$ cat src/rtl/ebus_pkg.sv
package ebus_pkg;
   typedef enum logic [1:0] {
      ST_IDLE = 2'd0,
      ST_ACT  = 2'd1,
      ST_DONE = 2'd2
   } ebus_state_e;

   localparam logic [1:0] CSE_EXT  = 2'b00;
   localparam logic [1:0] CSE_INT  = 2'b01;
   localparam logic [1:0] CSE_PORT = 2'b10;
   localparam logic [1:0] CSE_MOD  = 2'b11;
endpackage

$ cat src/rtl/ebus_emu_sel.sv
module ebus_emu_sel #(
   parameter int                ADDR_W     = 16,
   parameter logic [ADDR_W-1:0] PORT_BASE  = 16'hC000,
   parameter int                PORT_LOW_W = 6,
   parameter logic [ADDR_W-1:0] MOD_BASE   = 16'hC000,
   parameter int                MOD_LOW_W  = 12,
   parameter logic [ADDR_W-1:0] INT_BASE   = 16'h0000,
   parameter int                INT_LOW_W  = 15
) (
   input  logic [ADDR_W-1:0] addr_i,
   input  logic              mode_on_i,
   output logic [1:0]        cse_o
);
   import ebus_pkg::*;

   if (PORT_LOW_W > MOD_LOW_W) begin : g_bad_nest
      $error("port window must lie inside module window");
   end
   if (MOD_LOW_W >= ADDR_W || INT_LOW_W >= ADDR_W || PORT_LOW_W < 1) begin : g_bad_w
      $error("window widths out of range");
   end

   logic hit_port, hit_mod, hit_int;

   assign hit_port = addr_i[ADDR_W-1:PORT_LOW_W] == PORT_BASE[ADDR_W-1:PORT_LOW_W];
   assign hit_mod  = addr_i[ADDR_W-1:MOD_LOW_W]  == MOD_BASE[ADDR_W-1:MOD_LOW_W];
   assign hit_int  = addr_i[ADDR_W-1:INT_LOW_W]  == INT_BASE[ADDR_W-1:INT_LOW_W];

   always_comb begin
      cse_o = CSE_EXT;
      if (mode_on_i) begin
         if (hit_port)     cse_o = CSE_PORT;
         else if (hit_mod) cse_o = CSE_MOD;
         else if (hit_int) cse_o = CSE_INT;
      end
   end
endmodule

$ cat src/rtl/ebus_bus_mon.sv
module ebus_bus_mon #(
   parameter int TMO_W   = 8,
   parameter bit PRESENT = 1'b1
) (
   input  logic             clk,
   input  logic             rst_n,
   input  logic             start_i,
   input  logic             active_i,
   input  logic             en_i,
   input  logic [TMO_W-1:0] limit_i,
   output logic             tmo_o
);
   if (TMO_W < 1 || TMO_W > 32) begin : g_bad_w
      $error("TMO_W out of range");
   end

   if (PRESENT) begin : g_mon
      logic [TMO_W-1:0] cnt_q;
      logic             armed_q;

      always_ff @(posedge clk or negedge rst_n) begin
         if (!rst_n) begin
            cnt_q   <= '0;
            armed_q <= 1'b0;
         end else if (start_i) begin
            cnt_q   <= limit_i;
            armed_q <= en_i && (limit_i != '0);
         end else if (active_i && cnt_q != '0) begin
            cnt_q   <= cnt_q - 1'b1;
         end
      end

      assign tmo_o = active_i && armed_q && (cnt_q == TMO_W'(1));
   end else begin : g_no_mon
      logic unused_w;
      assign unused_w = ^{clk, rst_n, start_i, active_i, en_i, limit_i};
      assign tmo_o = 1'b0;
   end
endmodule

$ cat src/rtl/ebus_term_arb.sv
module ebus_term_arb (
   input  logic ta_ext_i,
   input  logic ta_int_i,
   input  logic tea_ext_i,
   input  logic tea_int_i,
   input  logic tmo_i,
   output logic term_o,
   output logic err_o
);
   logic any_err, any_ok;

   assign any_err = tea_ext_i | tea_int_i | tmo_i;
   assign any_ok  = ta_ext_i | ta_int_i;
   assign term_o  = any_err | any_ok;
   assign err_o   = any_err;
endmodule

$ cat src/rtl/ebus_term_ctrl.sv
module ebus_term_ctrl #(
   parameter int                ADDR_W     = 16,
   parameter int                TC_W       = 3,
   parameter int                SIZE_W     = 2,
   parameter int                TMO_W      = 8,
   parameter bit                HAS_BMON   = 1'b1,
   parameter logic [ADDR_W-1:0] PORT_BASE  = 16'hC000,
   parameter int                PORT_LOW_W = 6,
   parameter logic [ADDR_W-1:0] MOD_BASE   = 16'hC000,
   parameter int                MOD_LOW_W  = 12,
   parameter logic [ADDR_W-1:0] INT_BASE   = 16'h0000,
   parameter int                INT_LOW_W  = 15
) (
   input  logic              clk,
   input  logic              rst_n,
   input  logic              req_i,
   input  logic [ADDR_W-1:0] addr_i,
   input  logic              rd_i,
   input  logic [TC_W-1:0]   tc_i,
   input  logic [SIZE_W-1:0] tsiz_i,
   input  logic              cs_use_i,
   input  logic              shs_use_i,
   input  logic              emu_mode_i,
   input  logic              master_mode_i,
   input  logic              abort_i,
   input  logic              ta_ext_i,
   input  logic              ta_int_i,
   input  logic              tea_ext_i,
   input  logic              tea_int_i,
   input  logic              bmon_en_i,
   input  logic [TMO_W-1:0]  bmon_limit_i,
   output logic [ADDR_W-1:0] bus_addr_o,
   output logic              bus_rw_o,
   output logic [TC_W-1:0]   bus_tc_o,
   output logic [SIZE_W-1:0] bus_tsiz_o,
   output logic              bus_cs_o,
   output logic              bus_oe_o,
   output logic              bus_shs_o,
   output logic [1:0]        cse_o,
   output logic              busy_o,
   output logic              done_o,
   output logic              err_o,
   output logic              bmon_to_o
);
   import ebus_pkg::*;

   if (ADDR_W < 8 || TC_W < 1 || SIZE_W < 1) begin : g_bad_w
      $error("bus field widths out of range");
   end

   ebus_state_e       state_q;
   logic [ADDR_W-1:0] addr_q;
   logic              rw_q;
   logic [TC_W-1:0]   tc_q;
   logic [SIZE_W-1:0] tsiz_q;
   logic              cs_use_q;
   logic              shs_use_q;
   logic [1:0]        cse_q;
   logic              abort_q;
   logic              done_q;
   logic              err_q;

   logic       start_w, active_w, term_w, term_err_w, tmo_w, abort_now_w;
   logic [1:0] cse_w;

   assign start_w     = (state_q == ST_IDLE) && req_i;
   assign active_w    = (state_q == ST_ACT);
   assign abort_now_w = abort_q | abort_i;

   ebus_emu_sel #(
      .ADDR_W(ADDR_W), .PORT_BASE(PORT_BASE), .PORT_LOW_W(PORT_LOW_W),
      .MOD_BASE(MOD_BASE), .MOD_LOW_W(MOD_LOW_W),
      .INT_BASE(INT_BASE), .INT_LOW_W(INT_LOW_W)
   ) u_emu_sel (
      .addr_i    (addr_i),
      .mode_on_i (emu_mode_i | master_mode_i),
      .cse_o     (cse_w)
   );

   ebus_bus_mon #(
      .TMO_W(TMO_W), .PRESENT(HAS_BMON)
   ) u_bus_mon (
      .clk      (clk),
      .rst_n    (rst_n),
      .start_i  (start_w),
      .active_i (active_w),
      .en_i     (bmon_en_i),
      .limit_i  (bmon_limit_i),
      .tmo_o    (tmo_w)
   );

   ebus_term_arb u_term_arb (
      .ta_ext_i  (ta_ext_i),
      .ta_int_i  (ta_int_i),
      .tea_ext_i (tea_ext_i),
      .tea_int_i (tea_int_i),
      .tmo_i     (tmo_w),
      .term_o    (term_w),
      .err_o     (term_err_w)
   );

   always_ff @(posedge clk or negedge rst_n) begin
      if (!rst_n) begin
         state_q   <= ST_IDLE;
         addr_q    <= '0;
         rw_q      <= 1'b0;
         tc_q      <= '0;
         tsiz_q    <= '0;
         cs_use_q  <= 1'b0;
         shs_use_q <= 1'b0;
         cse_q     <= CSE_EXT;
         abort_q   <= 1'b0;
         done_q    <= 1'b0;
         err_q     <= 1'b0;
      end else begin
         unique case (state_q)
            ST_IDLE: begin
               done_q <= 1'b0;
               err_q  <= 1'b0;
               if (start_w) begin
                  state_q   <= ST_ACT;
                  addr_q    <= addr_i;
                  rw_q      <= rd_i;
                  tc_q      <= tc_i;
                  tsiz_q    <= tsiz_i;
                  cs_use_q  <= cs_use_i;
                  shs_use_q <= shs_use_i;
                  cse_q     <= cse_w;
                  abort_q   <= 1'b0;
               end
            end
            ST_ACT: begin
               abort_q <= abort_now_w;
               if (term_w) begin
                  state_q <= ST_DONE;
                  done_q  <= !abort_now_w;
                  err_q   <= term_err_w && !abort_now_w;
               end
            end
            ST_DONE: begin
               state_q <= ST_IDLE;
               done_q  <= 1'b0;
               err_q   <= 1'b0;
               abort_q <= 1'b0;
            end
            default: state_q <= ST_IDLE;
         endcase
      end
   end

   assign bus_addr_o = addr_q;
   assign bus_rw_o   = rw_q;
   assign bus_tc_o   = tc_q;
   assign bus_tsiz_o = tsiz_q;
   assign bus_cs_o   = active_w && cs_use_q;
   assign bus_oe_o   = active_w && rw_q;
   assign bus_shs_o  = active_w && shs_use_q;
   assign cse_o      = active_w ? cse_q : CSE_EXT;
   assign busy_o     = active_w;
   assign done_o     = done_q;
   assign err_o      = err_q;
   assign bmon_to_o  = tmo_w;
endmodule

$ cat config.mk
export PLATFORM = sky130hd
export DESIGN_NAME = ebus_term_ctrl
export DESIGN_NICKNAME = d
export VERILOG_FILES = /design/src/rtl/ebus_pkg.sv /design/src/rtl/ebus_emu_sel.sv /design/src/rtl/ebus_bus_mon.sv /design/src/rtl/ebus_term_arb.sv /design/src/rtl/ebus_term_ctrl.sv
export SDC_FILE = /design/constraint.sdc
export NUM_CORES = 1
export LEC_CHECK = 0
export CORE_UTILIZATION = 43
export DETAILED_ROUTE_END_ITERATION = 6
export GPL_TIMING_DRIVEN = 0
export PLACE_DENSITY = 0.83
export SLEW_MARGIN = 20
export SYNTH_ARGS = -nofsm -noshare
export SYNTH_HDL_FRONTEND = slang
export SYNTH_SLANG_ARGS = --single-unit
$ cat constraint.sdc
create_clock -name clk -period 2.1 [get_ports clk]
set_clock_uncertainty 0.05 [all_clocks]
set_input_delay 0.21 -clock clk [delete_from_list [all_inputs] [get_ports clk]]
set_output_delay 0.21 -clock clk [all_outputs]
set_load 0.005 [all_outputs]
==> out/results.tsv <==
stage	metric	value	unit
status	status	finished clean	
critical_path	crit path cell chain	nand2b_1, buf_6, clkinvlp_4, and2_1, clkdlybuf4s50_1	
yosys	synthesized area	1869	µm²
floorplan	core area	4086	µm²
timing	post-route clock period utilization	96.64	%
route	vias per inst	5.137	
timing	Final Hold Fails	0	
clock_tree	clk sink count	40	
cells_and_area	post-layout util	70.94	%
run	max cap viols	0	
power_and_ir_drop	LEAKAGE	1.314	nW
timing	slew of the pin with the lowest slew margin	0.6348	ns
route	Final ANT Viol Nets	0	
cells_and_area	Nets	344	
timing	setup ws final	0.07052	ns
critical_path	Worst EP required	1.84	ns
cells_and_area	ANT cells	0	
cells_and_area	Reg area	1007	µm²
route	Iter 0 DRT Violations	194	
yosys	Gate Count Post-Synth	206	
floorplan	row cnt	23	
yosys	share of the synthesized area in the top cell type	53.55	%
critical_path	Worst path depth	5	
cells_and_area	share of layout cells above drive strength 1	12.00	%
placed_design	Placement Setup Slack	0.02922	ns
cells_and_area	Finished Layout Cells	350	
yosys	dominant cell type by area after synthesis	dfrtp_1	
critical_path	Critical Path Max Stage Delay	0.46	ns
timing	total negative slack	0	ns
clock_tree	maximum level of the CTS H-tree	2	
global_route	gr usage total	23.18	%
clock_tree	total CTS buffers	5	
yosys	yosys warns	0	
power_and_ir_drop	Power Density	1011	nW/µm²
clock_tree	CTS tree	done	
yosys	Seq cells post-synth	40	
global_route	vias in the first global route	1691	
power_and_ir_drop	maximum VDD drop	0.5250	mV
route	wire length per cell	14.33	µm
placed_design	Placer Congestion	0.8848	
yosys	Syn Area/Cell	9.074	µm²
floorplan	DIE WIDTH	67.94	µm
critical_path	crit path capture type	output pin	
critical_path	slowest CP cell	clkdlybuf4s50_1	
critical_path	Worst setup SP type	flop	
power_and_ir_drop	Pwr Total	2.932	mW
critical_path	r2r worst-path depth	5	
clock_tree	Max clock buf depth	2	
route	# DRC	0	
yosys	Synth area leaders	dfrtp_1, nand2_1, and2_1	
placed_design	placed insts	330	
placed_design	IO buf count	73	
route	Pre-antenna DRT Iters	5	
timing	max-slew violation count	0	
global_route	largest net degree at the start of global routing	30	
hold_path	Worst Hold Class	input port to async pin	
yosys	Synth cell types	36	
global_route	GR Layer Usage met1	28.75	%
route	drt total wl	5017	µm
clock_tree	worst-skew pair later-pin latency	0.29	ns
cells_and_area	area taken by multi-input logic gates	820.8	µm²
critical_path	worst-path maximum fanout	9	
timing	# setup viols final	0	
global_route	GR peak layer	met2	
critical_path	Worst path top cell family by delay	buffers and inverters	
floorplan	die span in y	67.94	µm
global_route	met2 Usage GRT	38.11	%
floorplan	Initial Util	45.74	%
global_route	total congestion overflow	0	
yosys	sequential fraction of the synthesis area	53.55	%
critical_path	critical path type	flop to output pin	
cells_and_area	Area Growth Syn to Fin	55.09	%
critical_path	Crit path arrival time	1.77	ns
critical_path	Bufs and invs on worst path	3	
route	via count	1798	
clock_tree	clk slew on worst S/H paths	0.08	ns
floorplan	die area	4615	µm²
timing	min Tclk post-route	2.029	ns
global_route	first-pass GRT wire length	7741	µm
timing	Rel. slew slack	57.45	%
placed_design	HPWL after DPL	3568	µm
yosys	Syn Nets	251	
global_route	M3 GR Usage	6.500	%
clock_tree	root buf cell	clkbuf_8	
floorplan	io pins	74	
cells_and_area	Fillers	341	
global_route	initial antenna violation count	0	
timing	fmax	492.7	MHz
final timing paths:
path / from / to / slack, ns
worst min register to register: shs_use_q$_DFFE_PN0P_ / shs_use_q$_DFFE_PN0P_ / 0.41
worst max-delay path: state_q[0]$_DFFE_PN0P_ / cse_o[0] / 0.07
worst min-delay path: rst_n / bus_addr_o[13]$_DFFE_PN0P_ / 0.30
min in group clk: addr_i[0] / bus_addr_o[0]$_DFFE_PN0P_ / 0.39
worst max register to register: state_q[1]$_DFFE_PN0P_ / u_bus_mon.g_mon.cnt_q[7]$_DFFE_PN0P_ / 0.18
max in group asynchronous: rst_n / u_bus_mon.g_mon.cnt_q[0]$_DFFE_PN0P_ / 1.25
registers in the layout (all words and copies together), names as in the netlist, 2 cells and up:
name and cells:
bus_addr_o 16, state_q 2, cse_q 2, bus_tsiz_o 2, u_bus_mon.g_mon.cnt_q 8, bus_tc_o 3
through the flow:
step           hold slack, ns  cell area [µm²]
3_5_place_dp          0.05792             2678
4_1_cts                0.2738             2841
6_report               0.3006             2899
5_1_grt                0.2949             2899
2_1_floorplan         -0.1356             1869
3_3_place_gp           0.3999             2663
per-layer routing:
layer,vias to the layer above,wire [µm]
li1,884,-
met1,844,2100
met2,64,2618
met3,6,238
met4,0,60
met5,-,0
cells in the mapped netlist:
library cell,instances
nand2b_1,2
mux2i_1,2
nand3b_1,1
a211oi_1,1
nor4_1,2
a22oi_1,1
buf_2,1
nor4_4,1
a31oi_1,1
and2_1,5
a22o_1,1
nand3_1,6
nor3b_1,1
or3_1,2
a221o_1,3
a21o_2,1
nor2_1,8
o211ai_1,2
ha_1,2
a21oi_2,2
o31ai_1,1
a2111o_1,1
and4bb_2,1
or4_1,4
inv_1,5
clkbuf_1,7
nor3_2,1
a32oi_1,1
dfrtp_1,40
o311ai_0,2
nand2_1,85
a21boi_1,2
nor3_1,5
o21ai_0,4
o22ai_1,1
nor4b_4,1
timing repair:
action,CTS,global route
gates cloned,1,0
gates resized for setup,6,6
pin swaps,1,3
hold endpoints to repair,11,0
setup buffers,4,6
hold buffers,1,0
endpoints found under the setup margin,7,6
cells in the final DEF (no fill, tap or decap), drive strengths merged, types with 2 or more instances in the layout:
| cell type | count |
|---|---|
| inv | 4 |
| or3 | 2 |
| ha | 2 |
| buf | 13 |
| nand2b | 2 |
| nand2 | 85 |
| o311ai | 2 |
| a21oi | 2 |
| o211ai | 2 |
| clkinvlp | 2 |
| o21ai | 4 |
| and2 | 5 |
| nand3 | 6 |
| clkbuf | 13 |
| or4 | 4 |
| nor3 | 6 |
| clkdlybuf4s50 | 71 |
| nor2 | 8 |
| dfrtp | 40 |
| a21boi | 2 |
| mux2i | 2 |
| nor4 | 3 |
| a221o | 3 |
power breakdown:
part / internal [mW] / total (mW) / leakage, nW / switching, mW
Clock: 0.353 / 0.612 / 0.0552 / 0.260
Sequential: 1.01 / 1.21 / 0.492 / 0.202
Combinational: 0.618 / 1.11 / 0.767 / 0.490
cell families after synthesis:
| logic type | count (synthesis) | synth area share (%) |
|---|---|---|
| fa+ha+maj | 2 | 1.338 |
| buf+inv | 13 | 2.677 |
| mux | 2 | 1.071 |
| simple gates | 125 | 31.33 |
| compound gates | 24 | 10.04 |
| flops | 40 | 53.55 |
layout make-up:
cell class	instances	area share (%)
Sequential cell	40	34.74
Tap cell	50	2.158
Timing Repair inverter	1	0.2590
Timing Repair Buffer	85	28.74
Clock inverter	2	1.208
Multi-Input combinational cell	153	28.31
Buffer	8	1.295
Clock buffer	6	2.503
Inverter	5	0.7769
(Power assumes the default switching activity.)
